## config.mk

```make
export PLATFORM = sky130hd
export DESIGN_NAME = tick_timer
export DESIGN_NICKNAME = d
export VERILOG_FILES = /design/src/rtl/tick_pkg.sv /design/src/rtl/tick_datapath.sv /design/src/rtl/tick_ctrl.sv /design/src/rtl/tick_timer.sv
export SDC_FILE = /design/constraint.sdc
export NUM_CORES = 1
export LEC_CHECK = 0
export ABC_AREA = 1
export CAP_MARGIN = 10
export CORE_MARGIN = 3
export CORE_UTILIZATION = 37
export CTS_BUF_LIST = sky130_fd_sc_hd__clkbuf_8 sky130_fd_sc_hd__clkbuf_16
export CTS_CLUSTER_SIZE = 25
export DETAILED_ROUTE_END_ITERATION = 7
export GPL_TIMING_DRIVEN = 0
export PLACE_DENSITY = 0.7
export SYNTH_ARGS = -nofsm -noshare
export SYNTH_HDL_FRONTEND = slang
export SYNTH_HIERARCHICAL = 1
export SYNTH_SLANG_ARGS = --single-unit
```

## constraint.sdc

```tcl
create_clock -name clk -period 1.6 [get_ports clk]
set_input_delay 0.16 -clock clk [delete_from_list [all_inputs] [get_ports clk]]
set_output_delay 0.16 -clock clk [all_outputs]
set_load 0.05 [all_outputs]
```

## src/rtl/tick_pkg.sv

```systemverilog
package tick_pkg;
  localparam int unsigned OFF_CTRL   = 'h0;
  localparam int unsigned OFF_RELOAD = 'h4;
  localparam int unsigned OFF_COUNT  = 'h8;
  localparam int unsigned OFF_CAL    = 'hC;

  typedef struct packed {
    logic tick;      // selected tick this cycle
    logic run;       // run bit
    logic startRun;  // run bit going 0 -> 1
    logic reloadWr;  // privileged reload write
    logic countClr;  // privileged current-value write
  } dpCtl_t;
endpackage

```

## src/rtl/tick_datapath.sv

```systemverilog
module tick_datapath #(
  parameter int CNT_W = 24
) (
  input  logic               clk,
  input  logic               rstN,
  input  tick_pkg::dpCtl_t   ctl,
  input  logic [CNT_W-1:0]   wdata,
  output logic [CNT_W-1:0]   count,
  output logic [CNT_W-1:0]   reload,
  output logic               wrapEv
);
  logic [CNT_W-1:0] countQ, reloadQ;
  logic haltQ;
  logic stepOk;

  assign stepOk = ctl.run && !haltQ && ctl.tick && !ctl.countClr;
  assign wrapEv = stepOk && (countQ == CNT_W'(1));
  assign count  = countQ;
  assign reload = reloadQ;

  always_ff @(posedge clk or negedge rstN) begin
    if (!rstN) begin
      reloadQ <= '0;
    end else if (ctl.reloadWr) begin
      reloadQ <= wdata;
    end
  end

  always_ff @(posedge clk or negedge rstN) begin
    if (!rstN) begin
      countQ <= '0;
      haltQ  <= 1'b0;
    end else begin
      if (ctl.startRun) haltQ <= 1'b0;
      if (ctl.countClr) begin
        countQ <= '0;
        if (reloadQ == '0) haltQ <= 1'b1;
      end else if (stepOk) begin
        if (countQ == '0) begin
          if (reloadQ == '0) haltQ <= 1'b1;
          else countQ <= reloadQ;
        end else begin
          countQ <= countQ - CNT_W'(1);
        end
      end
    end
  end
endmodule

```

## src/rtl/tick_ctrl.sv

```systemverilog
module tick_ctrl #(
  parameter int          ADDR_W    = 8,
  parameter int          CNT_W     = 24,
  parameter bit          HAS_REF   = 1'b1,
  parameter bit          CAL_SKEW  = 1'b0,
  parameter logic [23:0] CAL_TENMS = 24'd9999
) (
  input  logic               clk,
  input  logic               rstN,
  input  logic               refTick,
  input  logic [ADDR_W-1:0]  busAddr,
  input  logic               busRd,
  input  logic               busWr,
  input  logic [2:0]         ctlBits,
  input  logic               busPriv,
  input  logic [CNT_W-1:0]   count,
  input  logic [CNT_W-1:0]   reload,
  input  logic               wrapEv,
  output tick_pkg::dpCtl_t   dpCtl,
  output logic [31:0]        busRdata,
  output logic               busErr,
  output logic               tickIrq,
  output logic               wrapFlag
);
  import tick_pkg::*;

  localparam logic [31:0] CAL_WORD = HAS_REF ?
    {1'b0, CAL_SKEW, 6'b0, CAL_TENMS} : 32'h8000_0000;
  localparam logic SRC_RESET = !HAS_REF;

  logic enableQ, tickIntQ, srcQ, flagQ, irqQ, errQ;
  logic [31:0] rdataQ, rdMux;
  logic wrOk, rdOk;
  logic selCtrl, selReload, selCount, selCal;
  logic ctrlWr, srcNext;

  assign wrOk      = busWr && busPriv;
  assign rdOk      = busRd && busPriv;
  assign selCtrl   = busAddr == ADDR_W'(OFF_CTRL);
  assign selReload = busAddr == ADDR_W'(OFF_RELOAD);
  assign selCount  = busAddr == ADDR_W'(OFF_COUNT);
  assign selCal    = busAddr == ADDR_W'(OFF_CAL);
  assign ctrlWr    = wrOk && selCtrl;
  assign srcNext   = HAS_REF ? ctlBits[2] : 1'b1;

  always_comb begin
    dpCtl.tick     = srcQ ? 1'b1 : refTick;
    dpCtl.run      = enableQ;
    dpCtl.startRun = ctrlWr && ctlBits[0] && !enableQ;
    dpCtl.reloadWr = wrOk && selReload;
    dpCtl.countClr = wrOk && selCount;
  end

  always_ff @(posedge clk or negedge rstN) begin
    if (!rstN) begin
      enableQ  <= 1'b0;
      tickIntQ <= 1'b0;
      srcQ     <= SRC_RESET;
    end else if (ctrlWr) begin
      enableQ  <= ctlBits[0];
      tickIntQ <= ctlBits[1];
      srcQ     <= srcNext;
    end
  end

  always_ff @(posedge clk or negedge rstN) begin
    if (!rstN) begin
      flagQ <= 1'b0;
      irqQ  <= 1'b0;
    end else begin
      irqQ <= wrapEv && tickIntQ;
      if (wrapEv) flagQ <= 1'b1;
      else if (dpCtl.countClr || (rdOk && selCtrl)) flagQ <= 1'b0;
    end
  end

  always_comb begin
    rdMux = '0;
    if (selCtrl)   rdMux = {15'b0, flagQ, 13'b0, srcQ, tickIntQ, enableQ};
    if (selReload) rdMux = {{(32-CNT_W){1'b0}}, reload};
    if (selCount)  rdMux = {{(32-CNT_W){1'b0}}, count};
    if (selCal)    rdMux = CAL_WORD;
  end

  always_ff @(posedge clk or negedge rstN) begin
    if (!rstN) begin
      rdataQ <= '0;
      errQ   <= 1'b0;
    end else begin
      rdataQ <= rdOk ? rdMux : '0;
      errQ   <= (busRd || busWr) && !busPriv;
    end
  end

  assign busRdata = rdataQ;
  assign busErr   = errQ;
  assign tickIrq  = irqQ;
  assign wrapFlag = flagQ;
endmodule

```

## src/rtl/tick_timer.sv

```systemverilog
module tick_timer #(
  parameter int          ADDR_W    = 8,
  parameter int          CNT_W     = 24,
  parameter bit          HAS_REF   = 1'b1,
  parameter bit          CAL_SKEW  = 1'b0,
  parameter logic [23:0] CAL_TENMS = 24'd9999
) (
  input  logic              clk,
  input  logic              rstN,
  input  logic              refTick,
  input  logic [ADDR_W-1:0] busAddr,
  input  logic              busRd,
  input  logic              busWr,
  input  logic [31:0]       busWdata,
  input  logic              busPriv,
  output logic [31:0]       busRdata,
  output logic              busErr,
  output logic              tickIrq
);
  tick_pkg::dpCtl_t dpCtl;
  logic [CNT_W-1:0] countVal, reloadVal;
  logic wrapEv, wrapFlag;

  tick_ctrl #(
    .ADDR_W(ADDR_W), .CNT_W(CNT_W), .HAS_REF(HAS_REF),
    .CAL_SKEW(CAL_SKEW), .CAL_TENMS(CAL_TENMS)
  ) u_ctrl (
    .clk(clk), .rstN(rstN), .refTick(refTick), .busAddr(busAddr),
    .busRd(busRd), .busWr(busWr), .ctlBits(busWdata[2:0]),
    .busPriv(busPriv), .count(countVal), .reload(reloadVal),
    .wrapEv(wrapEv), .dpCtl(dpCtl), .busRdata(busRdata),
    .busErr(busErr), .tickIrq(tickIrq), .wrapFlag(wrapFlag)
  );

  tick_datapath #(.CNT_W(CNT_W)) u_dp (
    .clk(clk), .rstN(rstN), .ctl(dpCtl), .wdata(busWdata[CNT_W-1:0]),
    .count(countVal), .reload(reloadVal), .wrapEv(wrapEv)
  );
endmodule

```

# Yosys cells after proc, flatten, opt, wreduce, memory -nomap -nowiden
# Index checks and enable logic that the tools add are counted.
# Widths: inputs -> output; s select.
# totals
regBits	87
latch_bits	0
mem_bits_rw	0
romBits	0
n_memories	0
# op_classes
n_addsub	1
mul	0
div	0
magnitude_cmp	0
eq_ne	5
n_shift	0
mux	17
n_bitwise	0
reduce_logical	26
# op_table
operator	count
$mux 32	4
$mux 24	4
$logic_not 24->1	2
$eq 24x1->1 const B	1
$sub 24x1->24 const B	1
$mux 17	1
$eq 8x4->1 const B	2
$logic_and 1x1->1	14
$eq 8x3->1 const B	1
$logic_not 8->1	1
$mux 1	8
$logic_not 1->1	4
$reduce_bool 2->1	2
$ne 3x3->1 const B	1
$logic_or 1x1->1	2
$reduce_and 2->1	1

# Depth between registers and ports, before layout
# depth
ltp_word	9
mapped_depth	11
depth_no_buf	10

# Cells and area by module
# Netlist, hierarchy kept.
# by_module_without_submodules
mod	instances	cells_per_inst	area_each_um2	seq_area_each_um2
tick_datapath	1	435	3055.4	1226.2
tick_ctrl	1	192	1590.3	750.7

# Least setup slack after synthesis
# Ideal clock, no wire load.
# synth_path
path_kind	register -> register
from	register u_dp.countQ[0], in the netlist u_dp/count[0]
to	register u_dp.countQ[18], in the netlist u_dp/count[18]
setup_time_ps	117
arrival_ps	1438
t_required_ps	1483
path_slack_ps	44
stages_incl_launch_ff	11
path_buffers	1
path_cell_list	dfrtp_1 inv_1 ha_1 nand2_1 nor2_2 nand3_4 nor2_2 nor2_2 buf_6 nand3_1 nand2_1
# synth_between
elab_chain_cells	4
word_cells_on_any_way	7
cone_classes	add/sub (1); eq/ne (1); mux (3); reduce/logical (2)
# synth_lines
element	line	rtl
from (decl)	tick_datapath.sv:12	logic [CNT_W-1:0] countQ, reloadQ;
from (signal assigned)	tick_datapath.sv:41	else countQ <= reloadQ;
from (signal assigned)	tick_datapath.sv:43	countQ <= countQ - CNT_W'(1);
$sub 24x1->24 or $logic_not 24->1 (tied branches)	tick_datapath.sv:43, tick_datapath.sv:39	
$mux 24	tick_datapath.sv:39	if (countQ == '0) begin
$mux 24	tick_datapath.sv:38	end else if (stepOk) begin
$mux 24	tick_datapath.sv:35	if (ctl.countClr) begin
# Parallel ways exist; a longest one is shown, timed or not. The select of a mux whose other input is x is not followed.
# A chain may end at the register's enable or synchronous reset.

# Worst setup path in the final report
# layout_path
from	register u_dp.countQ[0], in the netlist u_dp/count[0]
to	register u_dp.countQ[7], in the netlist u_dp/count[7]
# The elaborated chain is that of the path after synthesis.

==> results.md <==
- The critical-path maximum fanout is 10.
- The largest individual stage delay along the critical path comes from the cell sky130_fd_sc_hd__dfrtp_1.
- The flow ran to the end, but the final reports show violations.
- Routability-driven placement finished with a final weighted congestion of 0.925.
- The total congestion overflow after global routing is 0.
- Dividing the detail-routed via count by the number of cells gives 5.09.
- The core region is 12,200 sq um.
- The routed design has 15.0 mm of wire.
- The floorplan die height is about 120 microns.
- After technology mapping, the gate count stands at 627.
- The post-synthesis register bit count is 79.
- Summing internal, switching and leakage power gives 11.1 mW.
- The final max-slew violation count is 0.
- The cell taking the most area after synthesis is sky130_fd_sc_hd__dfrtp_1.
- The detailed placer's ending HPWL is 10.0 mm.
- Dividing the detail-routed wire length by the instance count gives 16.2 microns.
- On the final layout, the worst clock skew is 5.47 ps.
- The type of the tightest min-delay check is primary input to asynchronous set/reset pin.
- The routed layout has 4,705 vias.
- Across every metal layer, demand over resource in global routing totals between 20 and 25%.
- The synthesized netlist contains 34 unique library cells.
- Yosys attributes the largest share of cell area to sky130_fd_sc_hd__dfrtp_1, sky130_fd_sc_hd__nand2_1, sky130_fd_sc_hd__nand3_1.
- For the final routed database, the setup TNS stands at -653 ps.
- Traced cell by cell, the critical path runs through inv_2, ha_4, nand2_4, nor2_4, nand3_4, nor2_4, nor2_4, buf_8, nand3_2, nand2_1.
- At the pin with the least slew margin, the transition time is a little over 500 ps.
- The insertion delay to the later sink of the worst-skew pair is 340 ps.
- Static timing analysis puts the maximum clock frequency at 604 MHz.
- The global-route wire length before repair is 22.5 mm.
- For this design the ratio of total power to cell area is 1680 nW/um^2.
- The total clock buffers created by CTS is 9.
- The total die area is 13,900 sq um.
- Excluding fillers, the count of instances in the completed layout stands at 924.
- Counting along the longest clock path gives a buffer depth of 2.
- In the synthesized netlist the async set-or-reset flop fraction comes to 100%.
- The sequential share of the synthesized area is 42.6%.
- The peak supply drop is 1.02 mV.
- The TritonCTS clock tree is yes.
- The number of warnings issued by yosys is 6.
- In this run the clock root is driven by a sky130_fd_sc_hd__clkbuf_16.
- Leaving out fill and tap cells, the most frequent cell in the layout is sky130_fd_sc_hd__nand2_1.
- The checks that failed: negative setup slack.
- The kind of capture point of the worst setup path is a flip-flop.
- The number of global-route vias before repair was 4,408.
- After layout, the minimum clock period comes to 1660 ps.
- The remaining routing DRC violations is 0.
- STA classifies the critical path startpoint as a flip-flop.
- In this run the biggest area consumer among cell types represents a little over two fifths of the synthesized area.
- The floorplan has 40 rows.
- The first-pass detailed-route iteration total is 5.
- Port buffering added 63 buffers.
- The tool flagged a number of max-cap violations equal to 0.
- Setup repair after global routing could not meet its margin everywhere.
- Hold timing on the final database bottoms out at a slack of 291 ps.
- The layout-stage area growth over the synthesis result is 42.7%.
- The width of the die is 118 microns.
- Dividing the synthesized area by the synthesized cell count gives ~7.4 sq um.
- The standby leakage power is between 3 and 4 nW.
- The repair_antennas step left the layout with diodes totalling 0.
- The final-report hold violation count is 0.
- The pin count of the biggest net entering global routing is 54.
- The setup slack after layout is -56.2 ps.
- In this design, the stage delay of the slowest critical-path cell is about 400 ps.
- The number of fill cells is 1,097.
- The post-layout utilization of the core is 54.5%.
- The number of nets in the final layout is 801.
- At the worst endpoint, the required time is 1820 ps.
- The count of flip-flops with a built-in enable after synthesis is 0.
- Data arrives at the worst endpoint at between 1500 and 2000 ps.
- The count of routing violations after the opening detailed-route iteration is approximately 330.
- Of the available clock period, the critical path in the final layout requires 104%.
- CTS saw 79 sinks.
- After clock tree synthesis, the clock-pin slew on the worst setup and hold paths is 60 ps.
- The number of antenna violations at the first check in global routing is 0.
- The total standard cell area after synthesis is roughly 4600 sq um.
- For this configuration, the core starts out at a cell density of 38.2%.
- The placed instance count is 866.
- The most common flop cell mapped by yosys is sky130_fd_sc_hd__dfrtp_1.
- In this run the number of H-tree levels came out at 3.
- The type of the worst setup path is flip-flop to flip-flop.
- The dominant cell type by count on the critical path is sky130_fd_sc_hd__nor2_4.
- The number of ports placed on the die boundary is 80.
- In the final layout, the share of cells above drive strength 1 is 27.4%.
- The tightest slew margin relative to the limit is roughly two thirds.
- The top cell types in the final layout, fill and taps aside, are sky130_fd_sc_hd__nand2_1, sky130_fd_sc_hd__nand3_1, sky130_fd_sc_hd__dfrtp_1, sky130_fd_sc_hd__inv_1, sky130_fd_sc_hd__buf_4.
- The final number of setup-violating endpoints is 21.
- The detail route stage leaves a number of antenna-violating nets equal to 0.
==> timing repair <==
item | CTS | global route
pin swaps | 13 | 36
hold buffers | 1 | 0
resized for setup | 80 | 77
setup endpoints to repair | 76 | 50
setup buffers | 26 | 12
cloned | 0 | 4
endpoints found under the hold margin | 26 | 0
==> logic make-up after synthesis <==
group                    share of synthesized area [%]
AO/OA/AOI/OAI                                     6.41
other                                           0.0807
buffers and inverters                             9.86
adder cells (fa/ha/maj)                          0.808
flip-flops                                        42.6
XOR/XNOR                                         0.754
multiplexers                                     0.242
AND/OR/NAND/NOR                                   39.3
==> cell usage after synthesis, types with 2 or more instances <==
| master | n |
|---|---|
| sky130_fd_sc_hd__nand2_4 | 4 |
| sky130_fd_sc_hd__a21oi_1 | 5 |
| sky130_fd_sc_hd__nor2_2 | 11 |
| sky130_fd_sc_hd__nor3_4 | 2 |
| sky130_fd_sc_hd__ha_1 | 3 |
| sky130_fd_sc_hd__o21ai_0 | 31 |
| sky130_fd_sc_hd__nand2_1 | 192 |
| sky130_fd_sc_hd__buf_2 | 6 |
| sky130_fd_sc_hd__inv_2 | 3 |
| sky130_fd_sc_hd__nand2_2 | 10 |
| sky130_fd_sc_hd__inv_1 | 59 |
| sky130_fd_sc_hd__nand4_1 | 7 |
| sky130_fd_sc_hd__xor2_1 | 3 |
| sky130_fd_sc_hd__nor2_4 | 5 |
| sky130_fd_sc_hd__o21ai_1 | 3 |
| sky130_fd_sc_hd__nor4_1 | 2 |
| sky130_fd_sc_hd__dfrtp_1 | 79 |
| sky130_fd_sc_hd__nand3_1 | 94 |
| sky130_fd_sc_hd__buf_6 | 8 |
| sky130_fd_sc_hd__a21oi_2 | 10 |
| sky130_fd_sc_hd__buf_4 | 11 |
| sky130_fd_sc_hd__nor2_1 | 57 |
| sky130_fd_sc_hd__clkbuf_1 | 5 |
| sky130_fd_sc_hd__nand3b_1 | 6 |
| sky130_fd_sc_hd__nor3_1 | 2 |
==> flip-flops by register name, indices dropped and copies added (netlist names) <==
register         count
u_ctrl/wrapFlag      1
u_dp/haltQ           1
u_ctrl/tickIntQ      1
u_ctrl/enableQ       1
u_ctrl/busErr        1
u_ctrl/tickIrq       1
u_dp/count          24
u_ctrl/srcQ          1
u_ctrl/busRdata     24
u_dp/reload         24
==> routing by layer <==
layer | track usage (%) | wire length (microns) | vias to the layer above
met2 | 32.3 | 7010 | 231
met3 | 3.84 | 1160 | 31
met4 | 8.42 | 395 | 0
li1 | - | - | 2241
met5 | 0 | 0 | -
met1 | 27.5 | 6420 | 2202
==> worst max-delay path: cells and delay by family (launching register included) <==
kind / cells / cell delay [ps]
simple gates: 7 / 700
flops: 1 / 400
buf+inv: 2 / 280
fa+ha+maj: 1 / 150
==> report_power, final <==
part / leakage [nW] / total (mW) / switching (mW) / internal, mW
Combinational: 2.22 / 6.19 / 3.68 / 2.50
Sequential: 0.950 / 2.73 / 0.429 / 2.30
Clock: 0.160 / 2.20 / 0.811 / 1.39
Total: 3.33 / 11.1 / 4.92 / 6.20
==> stage by stage <==
| stage | setup slack, ps | instance area, sq um |
|---|---|---|
| floorplan | 44.2 | 4670 |
| global placement | -2440 | 5510 |
| detailed placement | -959 | 5540 |
| CTS | -40.6 | 6190 |
| global route | -122 | 6630 |
| finish | -56.2 | 6630 |
==> worst paths after layout <==
check | startpoint | slack (ps) | end | cells after the start
max | u_dp/count[0] | -60 | u_dp/count[7] | 10
min | rstN | 290 | u_dp/reload[20] | 2
max reg2reg | u_dp/count[0] | -60 | u_dp/count[7] | 10
min reg2reg | u_ctrl/tickIntQ | 500 | u_ctrl/tickIrq | 2
max in group asynchronous | rstN | 690 | u_dp/count[9] | 3
min in group clk | busAddr[5] | 360 | u_ctrl/srcQ | 6
==> final cells by class <==
class	instances	area (sq um)	area share, %
sequential	79	2000	30.2
inverter	63	241	3.64
clock buffer	10	239	3.60
clock inverter	5	73.8	1.11
tap	168	210	3.17
timing repair buffer	106	1020	15.4
buffer	30	272	4.09
multi-input combinational	463	2580	38.8
No activity file was read; power rests on OpenSTA's default activity.
